File: config.mk
export PLATFORM = sky130hd
export DESIGN_NAME = sdram_single_ctrl
export DESIGN_NICKNAME = d
export VERILOG_FILES = /design/src/rtl/sdc_pkg.sv /design/src/rtl/sdc_wait_timer.sv /design/src/rtl/sdc_rd_capture.sv /design/src/rtl/sdram_single_ctrl.sv
export SDC_FILE = /design/constraint.sdc
export NUM_CORES = 1
export LEC_CHECK = 0
export BUFFER_PORTS_ARGS = -buffer_cell sky130_fd_sc_hd__buf_2
export CORE_UTILIZATION = 52
export CTS_CLUSTER_DIAMETER = 60
export DETAILED_ROUTE_END_ITERATION = 8
export GPL_TIMING_DRIVEN = 0
export PLACE_DENSITY = 0.8
export REMOVE_ABC_BUFFERS = 1
export SLEW_MARGIN = 5
export SYNTH_ARGS = -nofsm -noshare
export SYNTH_HDL_FRONTEND = slang
export SYNTH_SLANG_ARGS = --single-unit
File: constraint.sdc
create_clock -name clk -period 2.3 [get_ports clk]
set_input_delay 0.23 -clock clk [delete_from_list [all_inputs] [get_ports clk]]
set_output_delay 0.23 -clock clk [all_outputs]
set_load 0.01 [all_outputs]
File: src/rtl/sdc_pkg.sv
`timescale 1ns/1ps
package sdc_pkg;

    typedef enum logic [2:0] {
        ST_IDLE,
        ST_OPEN,
        ST_ACCESS,
        ST_CLOSE,
        ST_RECOVER
    } sdc_state_e;

    // {cs_n, ras_n, cas_n, we_n}
    localparam logic [3:0] CMD_NOP = 4'b0111;
    localparam logic [3:0] CMD_ACT = 4'b0011;
    localparam logic [3:0] CMD_RD  = 4'b0101;
    localparam logic [3:0] CMD_WR  = 4'b0100;
    localparam logic [3:0] CMD_PRE = 4'b0010;

    function automatic int max_of(input int a, input int b);
        return (a > b) ? a : b;
    endfunction

endpackage

File: src/rtl/sdc_wait_timer.sv
`timescale 1ns/1ps
module sdc_wait_timer #(
    parameter int W = 4
) (
    input  logic         clk,
    input  logic         rst_n,
    input  logic         load,
    input  logic [W-1:0] load_val,
    output logic         zero
);

    logic [W-1:0] cnt;

    always_ff @(posedge clk) begin
        if (!rst_n) begin
            cnt <= '0;
        end else if (load) begin
            cnt <= load_val;
        end else if (cnt != '0) begin
            cnt <= cnt - 1'b1;
        end
    end

    assign zero = (cnt == '0);

endmodule

File: src/rtl/sdc_rd_capture.sv
`timescale 1ns/1ps
module sdc_rd_capture #(
    parameter int DATA_W = 16,
    localparam int NBYTE = DATA_W / 8
) (
    input  logic              clk,
    input  logic              rst_n,
    input  logic              issue,
    input  logic [NBYTE-1:0]  mask_in,
    input  logic              cl3_in,
    input  logic [DATA_W-1:0] dq_in,
    output logic [NBYTE-1:0]  dqm_rd,
    output logic              rd_valid,
    output logic [DATA_W-1:0] rd_data
);

    logic [3:1]       stg_v;
    logic [3:1]       stg_c3;
    logic [NBYTE-1:0] stg_m [3:1];
    logic             hit2, hit3, hit;
    logic [NBYTE-1:0] cap_mask;

    always_ff @(posedge clk) begin
        if (!rst_n) begin
            stg_v  <= '0;
            stg_c3 <= '0;
            for (int i = 1; i <= 3; i++) stg_m[i] <= '0;
        end else begin
            stg_v[1]  <= issue;
            stg_c3[1] <= cl3_in;
            stg_m[1]  <= mask_in;
            for (int i = 2; i <= 3; i++) begin
                stg_v[i]  <= stg_v[i-1];
                stg_c3[i] <= stg_c3[i-1];
                stg_m[i]  <= stg_m[i-1];
            end
        end
    end

    assign hit2     = stg_v[2] && !stg_c3[2];
    assign hit3     = stg_v[3] && stg_c3[3];
    assign hit      = hit2 || hit3;
    assign cap_mask = hit3 ? stg_m[3] : stg_m[2];

    // read-disable latency of 2: mask leads the data by two cycles
    always_comb begin
        if (issue && !cl3_in)          dqm_rd = mask_in;
        else if (stg_v[1] && stg_c3[1]) dqm_rd = stg_m[1];
        else                           dqm_rd = '0;
    end

    always_ff @(posedge clk) begin
        if (!rst_n) rd_valid <= 1'b0;
        else        rd_valid <= hit;
    end

    for (genvar b = 0; b < NBYTE; b++) begin : g_lane
        always_ff @(posedge clk) begin
            if (!rst_n)   rd_data[b*8 +: 8] <= 8'h00;
            else if (hit) rd_data[b*8 +: 8] <= cap_mask[b] ? 8'h00 : dq_in[b*8 +: 8];
        end
    end

    AST_RD_ONE_BEAT: assert property (@(posedge clk) disable iff (!rst_n)
        rd_valid |=> !rd_valid);
    AST_CAPTURE_UNIQUE: assert property (@(posedge clk) disable iff (!rst_n)
        $onehot0({hit2, hit3}));
    AST_NO_OVERLAP: assert property (@(posedge clk) disable iff (!rst_n)
        issue |-> !(stg_v[1] || stg_v[2]));

endmodule

File: src/rtl/sdram_single_ctrl.sv
`timescale 1ns/1ps
module sdram_single_ctrl
    import sdc_pkg::*;
#(
    parameter int BANK_W = 2,
    parameter int ROW_W  = 13,
    parameter int COL_W  = 10,
    parameter int DATA_W = 16,
    parameter int T_RCD  = 2,
    parameter int T_RAS  = 6,
    parameter int T_RC   = 8,
    parameter int T_RRD  = 2,
    parameter int T_DPL  = 2,
    parameter int T_RP   = 3,
    localparam int NBYTE = DATA_W / 8
) (
    input  logic              clk,
    input  logic              rst_n,
    input  logic              req_valid,
    output logic              req_ready,
    input  logic              req_write,
    input  logic [BANK_W-1:0] req_bank,
    input  logic [ROW_W-1:0]  req_row,
    input  logic [COL_W-1:0]  req_col,
    input  logic [DATA_W-1:0] req_wdata,
    input  logic [NBYTE-1:0]  req_mask,
    input  logic              cl_is3,
    input  logic              refresh_hold,
    output logic              rd_valid,
    output logic [DATA_W-1:0] rd_data,
    output logic              sd_cs_n,
    output logic              sd_ras_n,
    output logic              sd_cas_n,
    output logic              sd_we_n,
    output logic [BANK_W-1:0] sd_ba,
    output logic [ROW_W-1:0]  sd_addr,
    output logic [NBYTE-1:0]  sd_dqm,
    output logic [DATA_W-1:0] sd_dq_out,
    output logic              sd_dq_oe,
    input  logic [DATA_W-1:0] sd_dq_in
);

    localparam int TMAX   = max_of(max_of(max_of(T_RCD, T_RAS), max_of(T_RC, T_RRD)),
                                   max_of(T_DPL, T_RP));
    localparam int TW     = $clog2(TMAX + 1);
    localparam int NT     = 6;
    localparam int TI_RCD = 0;
    localparam int TI_RAS = 1;
    localparam int TI_RC  = 2;
    localparam int TI_RRD = 3;
    localparam int TI_DPL = 4;
    localparam int TI_RP  = 5;
    localparam int HW     = $clog2(TMAX + T_DPL + T_RP + 1);

    sdc_state_e        state, state_nxt;
    logic              r_write, r_cl3;
    logic [BANK_W-1:0] r_bank, last_bank;
    logic [ROW_W-1:0]  r_row;
    logic [COL_W-1:0]  r_col;
    logic [DATA_W-1:0] r_wdata;
    logic [NBYTE-1:0]  r_mask;
    logic [NBYTE-1:0]  dqm_rd;
    logic [3:0]        cmd;
    logic              accept, act_ok, iss_act, iss_col, iss_pre;
    logic [NT-1:0]     t_load, t_zero;
    logic [TW-1:0]     t_val [NT];

    assign req_ready = (state == ST_IDLE) && !refresh_hold;
    assign accept    = req_valid && req_ready;
    assign act_ok    = (r_bank == last_bank) ? t_zero[TI_RC] : t_zero[TI_RRD];
    assign iss_act   = (state == ST_OPEN) && act_ok;
    assign iss_col   = (state == ST_ACCESS) && t_zero[TI_RCD];
    assign iss_pre   = (state == ST_CLOSE) && t_zero[TI_RAS] && t_zero[TI_DPL];

    // spacing timers: each loaded with (rule - 1) on the command it follows
    always_comb begin
        t_val[TI_RCD] = TW'(T_RCD - 1);
        t_val[TI_RAS] = TW'(T_RAS - 1);
        t_val[TI_RC]  = TW'(T_RC - 1);
        t_val[TI_RRD] = TW'(T_RRD - 1);
        t_val[TI_DPL] = TW'(T_DPL - 1);
        t_val[TI_RP]  = TW'(T_RP - 1);
        t_load         = '0;
        t_load[TI_RCD] = iss_act;
        t_load[TI_RAS] = iss_act;
        t_load[TI_RC]  = iss_act;
        t_load[TI_RRD] = iss_act;
        t_load[TI_DPL] = iss_col && r_write;
        t_load[TI_RP]  = iss_pre;
    end

    for (genvar g = 0; g < NT; g++) begin : g_timer
        sdc_wait_timer #(.W(TW)) u_timer (
            .clk      (clk),
            .rst_n    (rst_n),
            .load     (t_load[g]),
            .load_val (t_val[g]),
            .zero     (t_zero[g])
        );
    end

    // state register
    always_ff @(posedge clk) begin
        if (!rst_n) state <= ST_IDLE;
        else        state <= state_nxt;
    end

    always_comb begin
        state_nxt = state;
        unique case (state)
            ST_IDLE:    if (accept)       state_nxt = ST_OPEN;
            ST_OPEN:    if (iss_act)      state_nxt = ST_ACCESS;
            ST_ACCESS:  if (iss_col)      state_nxt = ST_CLOSE;
            ST_CLOSE:   if (iss_pre)      state_nxt = ST_RECOVER;
            ST_RECOVER: if (t_zero[TI_RP]) state_nxt = ST_IDLE;
            default:                      state_nxt = ST_IDLE;
        endcase
    end

    // request latch and last opened bank
    always_ff @(posedge clk) begin
        if (!rst_n) begin
            r_write   <= 1'b0;
            r_cl3     <= 1'b0;
            r_bank    <= '0;
            r_row     <= '0;
            r_col     <= '0;
            r_wdata   <= '0;
            r_mask    <= '0;
            last_bank <= '0;
        end else begin
            if (accept) begin
                r_write <= req_write;
                r_cl3   <= cl_is3;
                r_bank  <= req_bank;
                r_row   <= req_row;
                r_col   <= req_col;
                r_wdata <= req_wdata;
                r_mask  <= req_mask;
            end
            if (iss_act) last_bank <= r_bank;
        end
    end

    // outputs
    always_comb begin
        cmd       = CMD_NOP;
        sd_ba     = r_bank;
        sd_addr   = '0;
        sd_dq_oe  = 1'b0;
        sd_dq_out = r_wdata;
        sd_dqm    = dqm_rd;
        unique case (state)
            ST_OPEN: if (iss_act) begin
                cmd     = CMD_ACT;
                sd_addr = r_row;
            end
            ST_ACCESS: if (iss_col) begin
                cmd     = r_write ? CMD_WR : CMD_RD;
                sd_addr = {{(ROW_W-COL_W){1'b0}}, r_col};
                if (r_write) begin
                    sd_dq_oe = 1'b1;
                    sd_dqm   = r_mask;
                end
            end
            ST_CLOSE: if (iss_pre) cmd = CMD_PRE;
            default: ;
        endcase
    end

    assign {sd_cs_n, sd_ras_n, sd_cas_n, sd_we_n} = cmd;

    sdc_rd_capture #(.DATA_W(DATA_W)) u_capture (
        .clk      (clk),
        .rst_n    (rst_n),
        .issue    (iss_col && !r_write),
        .mask_in  (r_mask),
        .cl3_in   (r_cl3),
        .dq_in    (sd_dq_in),
        .dqm_rd   (dqm_rd),
        .rd_valid (rd_valid),
        .rd_data  (rd_data)
    );

    // observers: clocks since each command kind, saturating
    logic [HW-1:0] since_act, since_wr, since_pre;
    logic          is_act, is_col, is_wr, is_pre;
    assign is_act = ({sd_cs_n, sd_ras_n, sd_cas_n, sd_we_n} == CMD_ACT);
    assign is_wr  = ({sd_cs_n, sd_ras_n, sd_cas_n, sd_we_n} == CMD_WR);
    assign is_col = is_wr || ({sd_cs_n, sd_ras_n, sd_cas_n, sd_we_n} == CMD_RD);
    assign is_pre = ({sd_cs_n, sd_ras_n, sd_cas_n, sd_we_n} == CMD_PRE);

    always_ff @(posedge clk) begin
        if (!rst_n) begin
            since_act <= '1;
            since_wr  <= '1;
            since_pre <= '1;
        end else begin
            since_act <= is_act ? HW'(1) : ((since_act == '1) ? since_act : since_act + 1'b1);
            since_wr  <= is_wr  ? HW'(1) : ((since_wr  == '1) ? since_wr  : since_wr  + 1'b1);
            since_pre <= is_pre ? HW'(1) : ((since_pre == '1) ? since_pre : since_pre + 1'b1);
        end
    end

    AST_RCD_SPACING: assert property (@(posedge clk) disable iff (!rst_n)
        is_col |-> (since_act >= HW'(T_RCD)));
    AST_RAS_SPACING: assert property (@(posedge clk) disable iff (!rst_n)
        is_pre |-> (since_act >= HW'(T_RAS)));
    AST_WR_RECOVERY: assert property (@(posedge clk) disable iff (!rst_n)
        is_pre |-> (since_wr >= HW'(T_DPL)));
    AST_RP_SPACING: assert property (@(posedge clk) disable iff (!rst_n)
        is_act |-> (since_pre >= HW'(T_RP)));
    AST_DAL_SPACING: assert property (@(posedge clk) disable iff (!rst_n)
        is_act |-> (since_wr >= HW'(T_DPL + T_RP)));
    AST_READY_DROP: assert property (@(posedge clk) disable iff (!rst_n)
        (req_valid && req_ready) |=> !req_ready);
    AST_HOLD_OFF: assert property (@(posedge clk) disable iff (!rst_n)
        refresh_hold |-> !req_ready);
    AST_OE_ONLY_WRITE: assert property (@(posedge clk) disable iff (!rst_n)
        sd_dq_oe |-> is_wr);

endmodule

Yosys cells after proc, flatten, opt, wreduce, memory -nomap -nowiden:

Memory sizes are Yosys's and may differ from the RTL's.
Index checks and enable logic that the tools add are counted.

* $add $sub $neg: 6
* equal/unequal tests: 10
* muxes and demuxes: 43
* bitwise operators: 4
* reductions and logical operators: 40

Operator list (count)
* 3-bit two-way mux: 11
* 13-bit one-hot mux with 2 select lines: 1
* 4-bit zero test: 6
* 2-bit two-way mux: 12
* 4-bit nonzero test: 6
* 4-bit by 1-bit subtractor with 4-bit output (second input constant): 6
* 8-bit two-way mux: 2
* 3-bit one-hot mux with 5 select lines: 1
* 1-bit two-way mux: 13
* 13-bit two-way mux: 1
* 1-bit logical AND: 12
* 2-bit nonzero test: 6
* 10-bit two-way mux: 1
* 3-bit one-hot mux with 3 select lines: 1
* 3-bit by 2-bit == test with 1-bit output (second input constant): 2
* 2-bit by 1-bit inequality test with 1-bit output (second input constant): 3
* 2-bit OR reduction: 3
* 5-bit AND reduction: 1
* 1-bit zero test: 4
* 2-bit inequality test (second input constant): 2
* 3-bit by 1-bit == test with 1-bit output (second input constant): 1
* 3-bit == test (second input constant): 1
* 3-bit zero test: 1
* 1-bit bitwise OR: 3
* other kinds (3): 3

* register bits: 97
* RAM bits: 6
* bits of input ports: 65
* logic and storage cells: 130
* memories: 1

Memory list
* u_capture.stg_m: words 3, bits a word 2, rd ports 3, clocked after Yosys merged registers in 0, wr ports 3, line sdc_rd_capture.sv:19 `logic [NBYTE-1:0] stg_m [3:1];`

Longest topological paths before layout:

* word-level depth: 8
* mapped depth: 9
* mapped depth without buffers: 7

Cells and area by module:

A second synthesis with hierarchy kept.

* cells, all modules: 478
* area, all modules: 4609.4 sq um

By module, submodules not included
* sdram_single_ctrl: times used 1, cells each 264, area each 2247.2 sq um
* sdc_wait_timer: times used 6, cells each 23, area each 230.2 sq um
* sdc_rd_capture: times used 1, cells each 76, area each 980.9 sq um

Worst setup path after synthesis:

Ideal clock, no wire load.

* kind: register -> output
* from: register g_timer[3].u_timer.cnt[0]
* to: output port sd_addr[11]
* arrival time: 1761 ps
* required time: 2070 ps
* setup slack: 309 ps
* stages on the path, launching flop included: 9
* buffers on the path: 2
* cells stage by stage: dfxtp_1 -> inv_1 -> ha_1 -> or3b_1 -> buf_2 -> a21o_2 -> a21oi_4 -> buf_6 -> and2_1

* longest elaborated chain between the ends: 5

RTL lines
* start: declaration: line sdc_wait_timer.sv:12 `logic [W-1:0] cnt;`
* start signal: assignment: line sdc_wait_timer.sv:18 `cnt <= load_val;`
* start signal: assignment: line sdc_wait_timer.sv:20 `cnt <= cnt - 1'b1;`
* 4-bit zero test: line sdc_wait_timer.sv:24 `assign zero = (cnt == '0);`
* 1-bit two-way mux: line sdram_single_ctrl.sv:70 `assign act_ok = (r_bank == last_bank) ? t_zero[TI_RC] : t_zero[TI_RRD];`
* 1-bit logical AND: line sdram_single_ctrl.sv:71 `assign iss_act = (state == ST_OPEN) && act_ok;`
* 13-bit two-way mux: line sdram_single_ctrl.sv:154 `ST_OPEN: if (iss_act) begin`
* 13-bit one-hot mux with 2 select lines: line sdram_single_ctrl.sv:153 `unique case (state)`
* end: declaration: line sdram_single_ctrl.sv:36 `output logic [ROW_W-1:0] sd_addr,`

No other way between the ends.

Worst setup path after layout:

* from: register g_timer[3].u_timer.cnt[1]
* to: output port sd_addr[1]

Same word-level chain as after synthesis.

==> impl_metrics.ini <==
[run_status]
status = finished, violations left
violations = setup timing

[setup_path]
path_buf_inv = 3
worstPathCellList = inv_2, ha_4, or3b_4, a21o_4, a21oi_4, buf_6, a22o_1, buf_2
cp.arrival_ns = 2.16
cp.required_ns = 2.07
critPathLaunchType = flop
critPathTopFamily = compound AO/OA/AOI/OAI gates
path_class = flop to primary output
crit_slowest_cell = or3b_4
crit_fanout = 6
max_stage_delay_ns = 0.38
cp-end-kind = primary output

[yosys]
syn-instance-count = 474
yosysUniqueCellTypes = 46
synth-edff-count = 0
seq_area_frac_synth = 0.484
synth_top_flop_cell = dfxtp_1
synth.avg_cell_area_sq_um = 8.98
synth.area.top_cells = dfxtp_1 (48%), nand2_1 (9.0%), a21boi_0 (6.9%)
ys_async_sr_fraction = 0
yosys.area.top_type = dfxtp_1
synth-warning-count = 0
synth.most_common_cell = dfxtp_1
syn_area_sq_um = 4260
synth_top_area_frac = 0.484
synth_common_cells = dfxtp_1 (103), nand2_1 (102), a21boi_0 (39), inv_1 (19), nor2b_1 (19)
ys_ff_latch = 103

[drt]
detail-route-antenna-nets = 0
route.detailed.drc = 0
drtIter0Drc = 133
drtPass1Iterations = 4
routed_via_density = 5.24
wl_per_cell_microns = 13.7
vias = 3692
drt_wl_total_mm = 9.66

[die]
die-area_sq_um = 8550
rows = 32
die_x_microns = 92.5
core_sq_um = 7810
start_util = 0.545
fp.dieH_microns = 92.5
ios = 121

[clock_network]
cts_tree = yes
cts_made_buffers = 9
cts.path.max_buffers = 2
root_buffer = clkbuf_8
clkLatencyLatePin_ns = 0.36
h-tree-depth = 3
numClockSinks = 103
clk_pin_slew_ns = 0.10

[sta]
clock_skew_ns = 0.00723
min_period_ns = 2.39
setup_tns_ns = -0.603
slew_headroom = 0.418
finalHoldWorstSlack_ns = 0.0943
drv_slew = 0
fmax_mhz = 419
period_share = 1.04
setup_viol = 13
rsz0062_at_grt = yes
fin_ws_ns = -0.0877
worstMarginPinSlew_ns = 0.868
hold_viol_final = 0

[grt]
grt_usage = 0.226
grt_first_pass_wirelength_mm = 15.5
antenna_found_initial = 0
overflow = 0
grt_pass1_vias = 3608
grt_max_degree = 93

[power_and_ir_drop]
ir_drop_mv = 0.486
power_mw = 5.04
p_per_area_nw_per_um2 = 931
leakage_nw = 2.28

[final_layout]
final_util = 0.693
fill_cells = 605
area_delta_synth_final_pct = 27.1
drive_gt1_frac = 0.325
seqCellArea_sq_um = 2070
multi_input_area_sq_um = 2130
final_nets = 673
insertedDiodeCount = 0

[place]
place_congestion = 0.800
dp_hpwl_mm = 5.75
port_buffers = 119
preCtsSetupSlack_ns = -0.534

[min_path]
hp-class = input pin to flop

[job]
maxCapViolCount = 0
-- worst register-to-register path: stages, from the launching register on --
cell and delay [ns]:
dfxtp_2 0.34, inv_2 0.07, ha_4 0.13, or3b_4 0.38, a21o_4 0.22, buf_4 0.15
a21oi_4 0.14, buf_4 0.13, buf_4 0.18, nand2b_2 0.27, nor3_1 0.08
-- metal layers --
layer  wire length (microns)  global-route usage
met3                     664              0.0591
met5                       0                   0
met2                    4770               0.378
met4                     263               0.121
met1                    3960               0.264
-- sequential cells by signal, indices dropped and copies added, names as in the netlist, 2 cells and up --
| name | count |
|---|---|
| u_capture.rd_data | 16 |
| r_col | 10 |
| g_timer.u_timer.cnt | 24 |
| sd_dq_out | 16 |
| state | 3 |
| u_capture.stg_c3 | 3 |
| r_mask | 2 |
| last_bank | 2 |
| u_capture.stg_m | 6 |
| r_row | 13 |
| u_capture.stg_v | 3 |
| sd_ba | 2 |
-- report_power, final --
part | internal (mW) | switching (mW) | leakage, nW
combinational | 0.908 | 0.900 | 1.36
clock | 0.422 | 0.600 | 0.0781
sequential | 2.02 | 0.186 | 0.841
total | 3.35 | 1.69 | 2.28
-- path summary, 6_finish.rpt --
kind	from	to	slack (ns)	cells past startpoint
setup reg to reg	g_timer[3].u_timer.cnt[1]	g_timer[0].u_timer.cnt[2]	0.10	10
hold reg to reg	sd_dq_out[6]	sd_dq_out[6]	0.45	2
hold / removal	req_wdata[10]	sd_dq_out[10]	0.09	3
setup / recovery	g_timer[3].u_timer.cnt[1]	sd_addr[1]	-0.09	8
-- layout make-up --
cell class / count / area share
clock inverters: 4 / 0.00578
well taps: 102 / 0.0236
clock buffers: 11 / 0.0261
repair buffers: 141 / 0.155
flip-flops and latches: 103 / 0.383
multi-input cells: 325 / 0.393
inverters: 19 / 0.0132
-- logic make-up after synthesis --
kind of cell	share of synthesized area
flip-flops	0.484
buffers and inverters	0.0506
other	0.000881
AO/OA/AOI/OAI	0.193
adder cells (fa/ha/maj)	0.0265
multiplexers	0.0144
XOR/XNOR	0.0206
AND/OR/NAND/NOR	0.209
-- placed cells by master, fill, tap and decap left out, drive strengths merged, types with 3 or more instances in the layout --
cell type	synthesis	layout
o21ai	8	8
a211oi	6	6
buf	12	141
o21a	8	8
xnor2	9	9
ha	9	9
a21boi	48	48
nor3b	3	3
nor2	16	16
a22oi	16	16
inv	19	20
dfxtp	103	103
a22o	10	10
clkinvlp	0	3
clkbuf	16	11
nor3	12	12
nand2	102	102
a21oi	9	10
and2	15	15
or3b	4	4
or3	7	7
mux2i	5	5
nor2b	19	19
-- repair_timing --
action                                  in CTS  in global routing
gates cloned                                 2                  0
endpoints found under the hold margin        0                  0
pin swaps                                    8                 17
endpoints found under the setup margin      34                 28
resized for setup                           31                 21
hold buffers                                 0                  0
setup buffers                               14                  8
-- stage by stage --
| step | cell area [sq um] | std cells |
|---|---|---|
| after detailed placement | 4840 | 667 |
| after CTS | 5300 | 698 |
| final | 5410 | 705 |
| after global placement | 4840 | 667 |
| after global routing | 5410 | 705 |
| after floorplan | 4110 | 446 |
(Power assumes the default switching activity.)
